$ cat src/rtl/clksup_pkg.sv
package clksup_pkg;

  localparam int CH_MAIN = 0;
  localparam int CH_SUB  = 1;
  localparam int NUM_CH  = 2;

  localparam int CW_REF_EN  = 0;
  localparam int CW_MAIN_EN = 1;
  localparam int CW_SUB_EN  = 2;
  localparam int CW_RST_POL = 3;
  localparam int CW_SUBST   = 4;
  localparam int CW_WIDTH   = 5;

  typedef enum logic [1:0] {
    CLS_MAIN = 2'd0,
    CLS_SUB  = 2'd1,
    CLS_STOP = 2'd2
  } modeCls_e;

  typedef struct packed {
    logic [NUM_CH-1:0] watchOn;
  } supStrobe_t;

  function automatic modeCls_e decodeMode(input logic [1:0] code);
    if (code[1])          return CLS_STOP;
    else if (code[0])     return CLS_SUB;
    else                  return CLS_MAIN;
  endfunction

endpackage

$ cat src/rtl/clksup_sync.sv
module clksup_sync (
  input  logic clk,
  input  logic rstN,
  input  logic asyncIn,
  output logic syncOut
);
  logic stage1;
  logic stage2;

  always_ff @(posedge clk or negedge rstN) begin
    if (!rstN) begin
      stage1 <= 1'b0;
      stage2 <= 1'b0;
    end else begin
      stage1 <= asyncIn;
      stage2 <= stage1;
    end
  end

  assign syncOut = stage2;
endmodule

$ cat src/rtl/clksup_blank.sv
module clksup_blank #(
  parameter int LEN = 4096
) (
  input  logic clk,
  input  logic rstN,
  input  logic arm,
  output logic quiet
);
  localparam int BW = $clog2(LEN + 1);

  logic [BW-1:0] remain;

  always_ff @(posedge clk or negedge rstN) begin
    if (!rstN)               remain <= '0;
    else if (arm)            remain <= BW'(LEN);
    else if (remain != '0)   remain <= remain - 1'b1;
  end

  assign quiet = (remain == '0) && !arm;
endmodule

$ cat src/rtl/clksup_watch.sv
module clksup_watch
  import clksup_pkg::*;
#(
  parameter int LOSS_WIN = 64
) (
  input  logic              clk,
  input  logic              rstN,
  input  logic [NUM_CH-1:0] tglIn,
  input  supStrobe_t        stb,
  output logic [NUM_CH-1:0] lost
);
  localparam int IW = (LOSS_WIN > 2) ? $clog2(LOSS_WIN) : 1;
  localparam logic [IW-1:0] IDLE_LAST = IW'(LOSS_WIN - 1);

  for (genvar ch = 0; ch < NUM_CH; ch++) begin : g_chan
    logic          syncTgl;
    logic          prevTgl;
    logic          edgeSeen;
    logic [IW-1:0] idleCnt;
    logic          lostFlag;

    clksup_sync u_sync (
      .clk    (clk),
      .rstN   (rstN),
      .asyncIn(tglIn[ch]),
      .syncOut(syncTgl)
    );

    always_ff @(posedge clk or negedge rstN) begin
      if (!rstN) prevTgl <= 1'b0;
      else       prevTgl <= syncTgl;
    end

    assign edgeSeen = syncTgl ^ prevTgl;

    always_ff @(posedge clk or negedge rstN) begin
      if (!rstN) begin
        idleCnt  <= '0;
        lostFlag <= 1'b0;
      end else if (!stb.watchOn[ch] || edgeSeen) begin
        idleCnt  <= '0;
      end else if (idleCnt == IDLE_LAST) begin
        lostFlag <= 1'b1;
      end else begin
        idleCnt  <= idleCnt + 1'b1;
      end
    end

    assign lost[ch] = lostFlag;
  end
endmodule

$ cat src/rtl/clksup_ctrl.sv
module clksup_ctrl
  import clksup_pkg::*;
#(
  parameter int MAIN_BLANK = 4096,
  parameter int SUB_BLANK  = 262144,
  parameter bit SINGLE_CLK = 1'b1
) (
  input  logic                clk,
  input  logic                rstN,
  input  logic [CW_WIDTH-1:0] ctrlWord,
  input  logic [1:0]          modeIn,
  input  logic [NUM_CH-1:0]   lostIn,
  output supStrobe_t          stb,
  output logic                refOscOn,
  output logic                resetReq,
  output logic                subSelRef
);
  modeCls_e curCls;
  modeCls_e prevCls;
  logic     enterMain;
  logic     enterSub;
  logic     leaveStop;
  logic     mainQuiet;
  logic     subQuiet;
  logic     substAllowed;
  logic     selNext;

  assign curCls    = decodeMode(modeIn);
  assign enterMain = (curCls == CLS_MAIN) && (prevCls != CLS_MAIN);
  assign enterSub  = (curCls == CLS_SUB)  && (prevCls != CLS_SUB);
  assign leaveStop = (curCls != CLS_STOP) && (prevCls == CLS_STOP);

  always_ff @(posedge clk or negedge rstN) begin
    if (!rstN) prevCls <= CLS_MAIN;
    else       prevCls <= curCls;
  end

  clksup_blank #(.LEN(MAIN_BLANK)) u_mainBlank (
    .clk  (clk),
    .rstN (rstN),
    .arm  (enterMain),
    .quiet(mainQuiet)
  );

  clksup_blank #(.LEN(SUB_BLANK)) u_subBlank (
    .clk  (clk),
    .rstN (rstN),
    .arm  (leaveStop),
    .quiet(subQuiet)
  );

  assign refOscOn = ctrlWord[CW_REF_EN] && (curCls != CLS_STOP);

  assign stb.watchOn[CH_MAIN] = ctrlWord[CW_MAIN_EN] && refOscOn &&
                                (curCls == CLS_MAIN) && mainQuiet;
  assign stb.watchOn[CH_SUB]  = ctrlWord[CW_SUB_EN] && refOscOn && subQuiet;

  if (SINGLE_CLK) begin : g_single
    assign substAllowed = ctrlWord[CW_SUBST];
  end else begin : g_dual
    logic unusedSubst;
    assign unusedSubst  = ctrlWord[CW_SUBST];
    assign substAllowed = 1'b0;
  end

  assign selNext = !ctrlWord[CW_RST_POL] && (lostIn[CH_SUB] || substAllowed);

  always_ff @(posedge clk or negedge rstN) begin
    if (!rstN) begin
      resetReq  <= 1'b0;
      subSelRef <= 1'b0;
    end else begin
      resetReq <= enterSub && lostIn[CH_SUB] && ctrlWord[CW_RST_POL];
      if (enterSub)       subSelRef <= selNext;
      else if (enterMain) subSelRef <= 1'b0;
    end
  end
endmodule

$ cat src/rtl/clk_loss_supervisor.sv
module clk_loss_supervisor
  import clksup_pkg::*;
#(
  parameter int LOSS_WIN   = 64,
  parameter int MAIN_BLANK = 4096,
  parameter int SUB_BLANK  = 262144,
  parameter bit SINGLE_CLK = 1'b1
) (
  input  logic       refClk,
  input  logic       rstN,
  input  logic [4:0] ctrlWord,
  input  logic [1:0] modeIn,
  input  logic       mainTgl,
  input  logic       subTgl,
  output logic       refOscOn,
  output logic       mainLost,
  output logic       subLost,
  output logic       resetReq,
  output logic       subSelRef
);
  supStrobe_t        ctlStb;
  logic [NUM_CH-1:0] lostVec;
  logic [NUM_CH-1:0] watchOnVec;
  logic [NUM_CH-1:0] tglVec;

  assign tglVec[CH_MAIN] = mainTgl;
  assign tglVec[CH_SUB]  = subTgl;

  clksup_ctrl #(
    .MAIN_BLANK(MAIN_BLANK),
    .SUB_BLANK (SUB_BLANK),
    .SINGLE_CLK(SINGLE_CLK)
  ) u_ctrl (
    .clk      (refClk),
    .rstN     (rstN),
    .ctrlWord (ctrlWord),
    .modeIn   (modeIn),
    .lostIn   (lostVec),
    .stb      (ctlStb),
    .refOscOn (refOscOn),
    .resetReq (resetReq),
    .subSelRef(subSelRef)
  );

  clksup_watch #(.LOSS_WIN(LOSS_WIN)) u_watch (
    .clk  (refClk),
    .rstN (rstN),
    .tglIn(tglVec),
    .stb  (ctlStb),
    .lost (lostVec)
  );

  assign watchOnVec = ctlStb.watchOn;
  assign mainLost   = lostVec[CH_MAIN];
  assign subLost    = lostVec[CH_SUB];
endmodule

$ cat config.mk
export PLATFORM = sky130hd
export DESIGN_NAME = clk_loss_supervisor
export DESIGN_NICKNAME = d
export VERILOG_FILES = /design/src/rtl/clksup_pkg.sv /design/src/rtl/clksup_sync.sv /design/src/rtl/clksup_blank.sv /design/src/rtl/clksup_watch.sv /design/src/rtl/clksup_ctrl.sv /design/src/rtl/clk_loss_supervisor.sv
export SDC_FILE = /design/constraint.sdc
export NUM_CORES = 1
export LEC_CHECK = 0
export ABC_AREA = 1
export BUFFER_PORTS_ARGS = -buffer_cell sky130_fd_sc_hd__buf_2
export CELL_PAD_IN_SITES_DETAIL_PLACEMENT = 1
export CELL_PAD_IN_SITES_GLOBAL_PLACEMENT = 2
export CORE_MARGIN = 2
export CORE_UTILIZATION = 37
export CTS_CLUSTER_DIAMETER = 60
export DETAILED_ROUTE_END_ITERATION = 8
export PLACE_DENSITY = 0.91
export SLEW_MARGIN = 20
export SYNTH_ARGS = -nofsm -noshare
export SYNTH_HDL_FRONTEND = slang
export SYNTH_SLANG_ARGS = --single-unit
export TNS_END_PERCENT = 10
$ cat constraint.sdc
create_clock -name refClk -period 2.05 [get_ports refClk]
set_clock_uncertainty 0.1 [all_clocks]
set_input_delay 0.1025 -clock refClk [delete_from_list [all_inputs] [get_ports refClk]]
set_output_delay 0.1025 -clock refClk [all_outputs]
set_load 0.005 [all_outputs]
==> flow_metrics.py, run 1 <==
metrics = {
    "clock_network": {
        "cts_buffers": 5,
        "cts_resized": 0,
        "clk_latency_ns": 0.31,
        "ctsLongestPathBuffers": 2,
        "clk_pin_slew_worst_paths_ns": 0.10,
        "clockRootBuffer": "clkbuf_8",
        "cts.sinks": 56,
        "cts_tree": "done",
        "htree_levels": 2,
    },
    "placement": {
        "portBuffers": 15,
        "dpl.hpwl_um": 5040,
        "dpl_worst_slack_ns": 0.299,
        "place_congestion": 0.789,
        "dpl.cell_count": 487,
    },
    "global_routing": {
        "overflow": 0,
        "grt_pass1_wl_um": 12100,
        "antenna_found_initial": 0,
        "grt_max_degree": 57,
        "grt_usage_pct": 17.4,
        "grt_pass1_vias": 2617,
    },
    "floorplan": {
        "design.core.area_mm2": 0.00773,
        "io_pins": 16,
        "die_area_mm2": 0.00874,
        "die_width_um": 93.5,
        "start_util_pct": 38.3,
        "die-height_um": 93.5,
        "rows": 32,
    },
    "synthesis": {
        "syn_area_per_cell_um2": 8.03,
        "syn_inst": 369,
        "synth.distinct_cells": 33,
        "syn_area_mm2": 0.00296,
        "synth_fp_nets": 384,
        "yosys_warnings": 0,
        "ys_seq_elements": 56,
        "yosysSeqAreaShare_pct": 47.3,
    },
    "finish": {
        "final_util_pct": 43.3,
        "layout_commonest_cell": "nand2_1",
        "final_cell_mix": "nand2_1, nor2_1, dfrtp_1",
        "finalNetCount": 414,
        "antennaDiodeCount": 0,
        "n_fill_cell": 960,
        "drive_above_1_share_pct": 12.8,
        "syn2layout_area_growth_pct": 13.0,
        "fin_cells": 502,
    },
    "power_and_ir_drop": {
        "power_leakage_uw": 0.00180,
        "vdd_drop_max_uv": 496,
        "power_density_mw_per_mm2": 1170,
    },
    "critical_path": {
        "cp.arrival_ns": 1.83,
        "r2r-start": "u_ctrl.u_subBlank.remain[0]",
        "crit_type": "reg -> reg",
        "ff2ff_path_depth": 9,
        "worst_setup_path_start_kind": "flip-flop",
        "critPathRequiredTime_ns": 2.15,
        "critPathCaptureType": "flip-flop",
        "rrSetupSlack_ns": 0.32,
        "worst-path-max-fanout": 8,
        "r2r_end": "u_ctrl.u_subBlank.remain[13]",
    },
    "outcome": {
        "run_status": "complete, no violations",
    },
    "run": {
        "cap_violations": 0,
    },
    "sta": {
        "final_hold_viol_count": 0,
        "tns_ns": 0,
        "max_freq_mhz": 580,
        "worst_pin_slew_ns": 0.721,
        "min_period_ns": 1.73,
        "fin_crit_sh_pct": 84.2,
        "maxSlewViolCount": 0,
        "setup_viol": 0,
        "slew_headroom_pct": 51.9,
        "rsz0062_at_grt": "false",
        "finalWorstSetupSlack_ns": 0.325,
    },
    "detailed_routing": {
        "wl_per_cell_um": 13.7,
        "first_pass_iters": 4,
        "routed_wl_um": 6890,
        "drt-initial-drc-count": 44,
        "viasPerCell": 4.92,
        "vias": 2472,
        "ant_nets": 0,
        "drc": 0,
    },
    "hold_path": {
        "hold_class": "in -> reg",
        "holdPathEnd": "u_watch.g_chan[1].lostFlag",
        "hold_start": "ctrlWord[2]",
        "hold_depth": 5,
    },
}
## synthesized netlist by cell type, drive strengths merged
| master | n | area share [%] |
|---|---|---|
| o31ai | 1 | 0.25 |
| nand4 | 18 | 4.8 |
| nor3 | 10 | 1.7 |
| clkbuf | 2 | 0.25 |
| o22ai | 1 | 0.21 |
| and3 | 3 | 0.63 |
| inv | 53 | 6.7 |
| o21ai | 10 | 1.7 |
| or2 | 6 | 1.3 |
| o21bai | 1 | 0.25 |
| clkinv | 1 | 0.13 |
| nand3b | 1 | 0.25 |
| nand3 | 39 | 7.0 |
| nor3b | 1 | 0.25 |
| a21o | 4 | 1.0 |
| and2 | 1 | 0.21 |
| nand2 | 69 | 9.2 |
| buf | 1 | 0.17 |
| nor2 | 70 | 10 |
| a21oi | 7 | 1.6 |
| ha | 4 | 1.7 |
| dfrtp | 56 | 47 |
| xor2 | 10 | 3.0 |
## layer usage
| metal | GRT usage (%) | share of wire (%) | up-vias |
|---|---|---|---|
| li1 | - | - | 1243 |
| met1 | 21.5 | 46 | 1209 |
| met2 | 31.5 | 52 | 16 |
| met3 | 2.66 | 1.6 | 4 |
| met4 | 4.53 | 0.92 | 0 |
| met5 | 0 | 0 | - |
## logic make-up after synthesis
kind of cell | synth area share, %
AND/OR/NAND/NOR | 35.8
buffers and inverters | 7.26
adder cells (fa/ha/maj) | 1.69
flip-flops | 47.3
AO/OA/AOI/OAI | 4.98
XOR/XNOR | 2.96
## through the flow
stage	power [µW]	area (µm²)	hold slack [ns]
finish	3930	3350	0.106
global route	4300	3350	0.135
CTS	3990	3350	0.104
detailed placement	3300	3180	0.113
global placement	3220	3180	0.112
floorplan	2870	2960	-0.293
## sequential cells by signal (all words and copies together), names as in the netlist
register / flops
u_watch.g_chan.lostFlag: 2
u_ctrl.prevCls: 2
u_watch.g_chan.prevTgl: 2
u_ctrl.u_subBlank.remain: 19
u_watch.g_chan.u_sync.stage1: 2
u_watch.g_chan.u_sync.syncOut: 2
u_ctrl.resetReq: 1
u_watch.g_chan.idleCnt: 12
u_ctrl.subSelRef: 1
u_ctrl.u_mainBlank.remain: 13
## critical path: stages, from the launching register on
cell and delay (ns):
dfrtp_1 0.37, inv_1 0.14, ha_1 0.21, nand2_2 0.08
nor2_4 0.19, nand2_4 0.10, nor2_8 0.11, nand2_2 0.08
inv_2 0.16, nor2_1 0.07
## worst max-delay path by stage
stage / slack, ns / from / endpoint / depth (start not counted)
2_1_floorplan: 0.43 / u_ctrl.u_subBlank.remain[0] / u_ctrl.u_subBlank.remain[10] / 9
3_3_place_gp: 0.38 / u_ctrl.u_subBlank.remain[0] / u_ctrl.u_subBlank.remain[9] / 9
3_5_place_dp: 0.30 / u_ctrl.u_mainBlank.remain[0] / u_ctrl.u_mainBlank.remain[0] / 8
4_1_cts: 0.28 / u_ctrl.u_mainBlank.remain[0] / u_ctrl.u_mainBlank.remain[0] / 8
5_1_grt: 0.14 / u_ctrl.u_mainBlank.remain[0] / u_ctrl.u_mainBlank.remain[0] / 8
6_report: 0.32 / u_ctrl.u_subBlank.remain[0] / u_ctrl.u_subBlank.remain[13] / 9
## repair_timing
item / 4_1_cts / 5_1_grt
setup endpoints to repair: 0 / 0
hold buffers: 7 / 0
endpoints found under the hold margin: 62 / 0
buffers inserted: 0 / 0
## report_power, final
part           leakage [µW]  total, µW  switching (µW)  internal (µW)
Combinational       0.00103       1630            1050            582
Clock             0.0000516        659             381            278
Sequential         0.000714       1640             267           1370
## cell type report
class | count | area, µm² | area share (%)
multi-input cells | 256 | 1350 | 40.2
clock inverters | 2 | 13.8 | 0.411
repair buffers | 26 | 175 | 5.23
flip-flops and latches | 56 | 1400 | 41.8
well taps | 102 | 128 | 3.81
clock buffers | 6 | 82.6 | 2.47
inverters | 54 | 203 | 6.05
No activity file was read; power rests on OpenSTA's default activity.
==> run 2, diff against run 1 <==
==> constraint.sdc (replaced) <==
create_clock -name refClk -period 1.6 [get_ports refClk]
set_clock_uncertainty 0.1 [all_clocks]
set_input_delay 0.08 -clock refClk [delete_from_list [all_inputs] [get_ports refClk]]
set_output_delay 0.08 -clock refClk [all_outputs]
set_load 0.005 [all_outputs]
==> run 2 against run 1 <==
  * Via count increased by 4.6%
  * Non-clock buffer count rose by 24
  * Wire length grew 9.6%
  * Setup slack got worse by 0.30 ns
  * Maximum frequency is 9.6% higher
  * Global-route usage increased by 1.2 points
  * Sequential cell count unchanged
  * Critical path depth is 3 lower
  * Final area increased by 8.4%
  * Largest power group is now combinational cells
==> flow_metrics.py, run 2 (synthesis results as in run 1) <==
metrics = {
    "finish": {
        "syn2layout_area_growth_pct": 22.6,
        "antennaDiodeCount": 0,
        "largest_registers": "u_ctrl.u_subBlank.remain: 19 flops, u_ctrl.u_mainBlank.remain: 13 flops, u_watch.g_chan.idleCnt: 12 flops",
        "top_register": "u_ctrl.u_subBlank.remain",
        "fin_cells": 526,
        "final_cell_mix": "nand2_1, dfrtp_1, nor2_1",
        "layout_commonest_cell": "nand2_1",
        "finalNetCount": 439,
        "drive_above_1_share_pct": 21.5,
        "final_util_pct": 47.0,
        "largest_reg_flops": 19,
    },
    "sta": {
        "rsz0062_at_grt": "true",
        "final_hold_viol_count": 0,
        "min_period_ns": 1.57,
        "maxSlewViolCount": 0,
        "worst_hold_slack_ns": 0.0710,
        "setup_viol": 0,
        "fin_crit_sh_pct": 98.4,
        "slew_headroom_pct": 79.4,
        "max_freq_mhz": 635,
        "worst_pin_slew_ns": 0.309,
        "tns_ns": 0,
    },
    "detailed_routing": {
        "vias": 2586,
        "first_pass_iters": 4,
        "routed_wl_um": 7550,
        "drt-initial-drc-count": 61,
        "viasPerCell": 4.92,
        "ant_nets": 0,
        "wl_per_cell_um": 14.3,
        "drc": 0,
    },
    "run": {
        "cap_violations": 0,
    },
    "floorplan": {
        "design.core.area_mm2": 0.00773,
        "die_area_mm2": 0.00874,
        "start_util_pct": 38.3,
        "die-height_um": 93.5,
        "io_pins": 16,
        "die_width_um": 93.5,
        "rows": 32,
    },
    "global_routing": {
        "grt_usage_pct": 18.6,
        "met2_usage_pct": 33.6,
        "grtUsageMet1_pct": 22.6,
        "antenna_found_initial": 0,
        "grt-busiest-layer": "met2",
        "overflow": 0,
        "grt_max_degree": 57,
        "grt_pass1_vias": 2793,
        "use_met3_pct": 3.30,
        "grt_pass1_wl_um": 12900,
    },
    "critical_path": {
        "slowest_stage": "dfrtp_1",
        "crit_type": "reg -> reg",
        "worst_setup_path_start_kind": "flip-flop",
        "path_cells": "nor2_2 > nand2_1 > nor2_4 > buf_4 > nand4_4 > and3_1",
        "critical-path-max-stage-delay_ns": 0.44,
        "path_buf_inv": 1,
        "critPathCaptureType": "flip-flop",
        "cp.arrival_ns": 1.68,
        "worst-path-max-fanout": 5,
        "rrSetupSlack_ns": 0.03,
        "crit_family": "simple AND/OR/NAND/NOR gates",
        "critPathRequiredTime_ns": 1.71,
    },
    "placement": {
        "portBuffers": 15,
        "dpl.hpwl_um": 5500,
        "dpl.cell_count": 508,
        "place_congestion": 0.822,
    },
    "power_and_ir_drop": {
        "power_leakage_uw": 0.00193,
        "vdd_drop_max_uv": 752,
        "power_density_mw_per_mm2": 1540,
        "power_uw": 5590,
    },
    "clock_network": {
        "htree_levels": 2,
        "ctsLongestPathBuffers": 2,
        "clk_latency_ns": 0.32,
        "cts_tree": "done",
        "cts.sinks": 56,
        "clk_pin_slew_worst_paths_ns": 0.10,
        "clockRootBuffer": "clkbuf_8",
        "cts_buffers": 5,
    },
    "hold_path": {
        "hold_class": "in -> reg",
    },
    "outcome": {
        "run_status": "complete, no violations",
    },
}
## run 2: changes by cell type in the layout (fill, tap and decap cells not counted), moves of 4 or more
cell	change
buf_4	+23
nor2_1	-11
nor2_2	+7
nor2_4	+4
## run 2: path summary, 6_finish.rpt
| path | to | from | cells past startpoint |
|---|---|---|---|
| worst max-delay path | u_ctrl.u_subBlank.remain[7] | u_ctrl.u_subBlank.remain[7] | 6 |
| worst min-delay path | u_watch.g_chan[1].lostFlag | ctrlWord[2] | 5 |
| worst max register to register | u_ctrl.u_subBlank.remain[7] | u_ctrl.u_subBlank.remain[7] | 6 |
| worst min register to register | u_watch.g_chan[1].u_sync.syncOut | u_watch.g_chan[1].u_sync.stage1 | 0 |
| max in group asynchronous | u_watch.g_chan[0].idleCnt[5] | rstN | 3 |
| min in group asynchronous | u_ctrl.u_mainBlank.remain[7] | rstN | 3 |
## run 2: layout make-up
class	instances	area, µm²
Fill cell	955	4100
Inverter	54	208
Clock inverter	1	8.76
Sequential cell	56	1400
Tap cell	102	128
Multi-Input combinational cell	257	1440
Clock buffer	6	82.6
Timing Repair Buffer	50	368
## run 2: what timing repair did
action	CTS	global route
pin swaps	1	6
resized for setup	1	23
hold buffers	7	0
cloned	0	1
hold endpoints to repair	62	0
endpoints found under the setup margin	10	44
buffers inserted	0	3
## run 2: where the power goes
group | total, µW | switching (µW) | internal [µW] | leakage (µW)
logic | 2700 | 1620 | 1070 | 0.00116
registers | 2080 | 319 | 1760 | 0.000714
clock network | 821 | 474 | 347 | 0.0000473
total | 5590 | 2410 | 3180 | 0.00193
## run 2: through the flow
| stage | cell area (µm²) | worst slack (ns) |
|---|---|---|
| after detailed placement | 3360 | -0.0126 |
| final | 3630 | 0.0256 |
| after CTS | 3520 | 0.000145 |
| after global placement | 3360 | 0.0434 |
| after global routing | 3630 | -0.0507 |
| after floorplan | 2970 | 0.00914 |
## run 2: worst min-delay path, delay by kind of cell
| kind | cells | cell delay, ns |
|---|---|---|
| buffers and inverters | 1 | 0.09 |
| AND/OR/NAND/NOR | 4 | 0.27 |
## run 2: per-layer routing
layer  part of all wire (%)  vias up
li1                       -     1292
met1                     45     1268
met2                     51       17
met3                    1.6        9
met4                    1.6        0
met5                      0        -
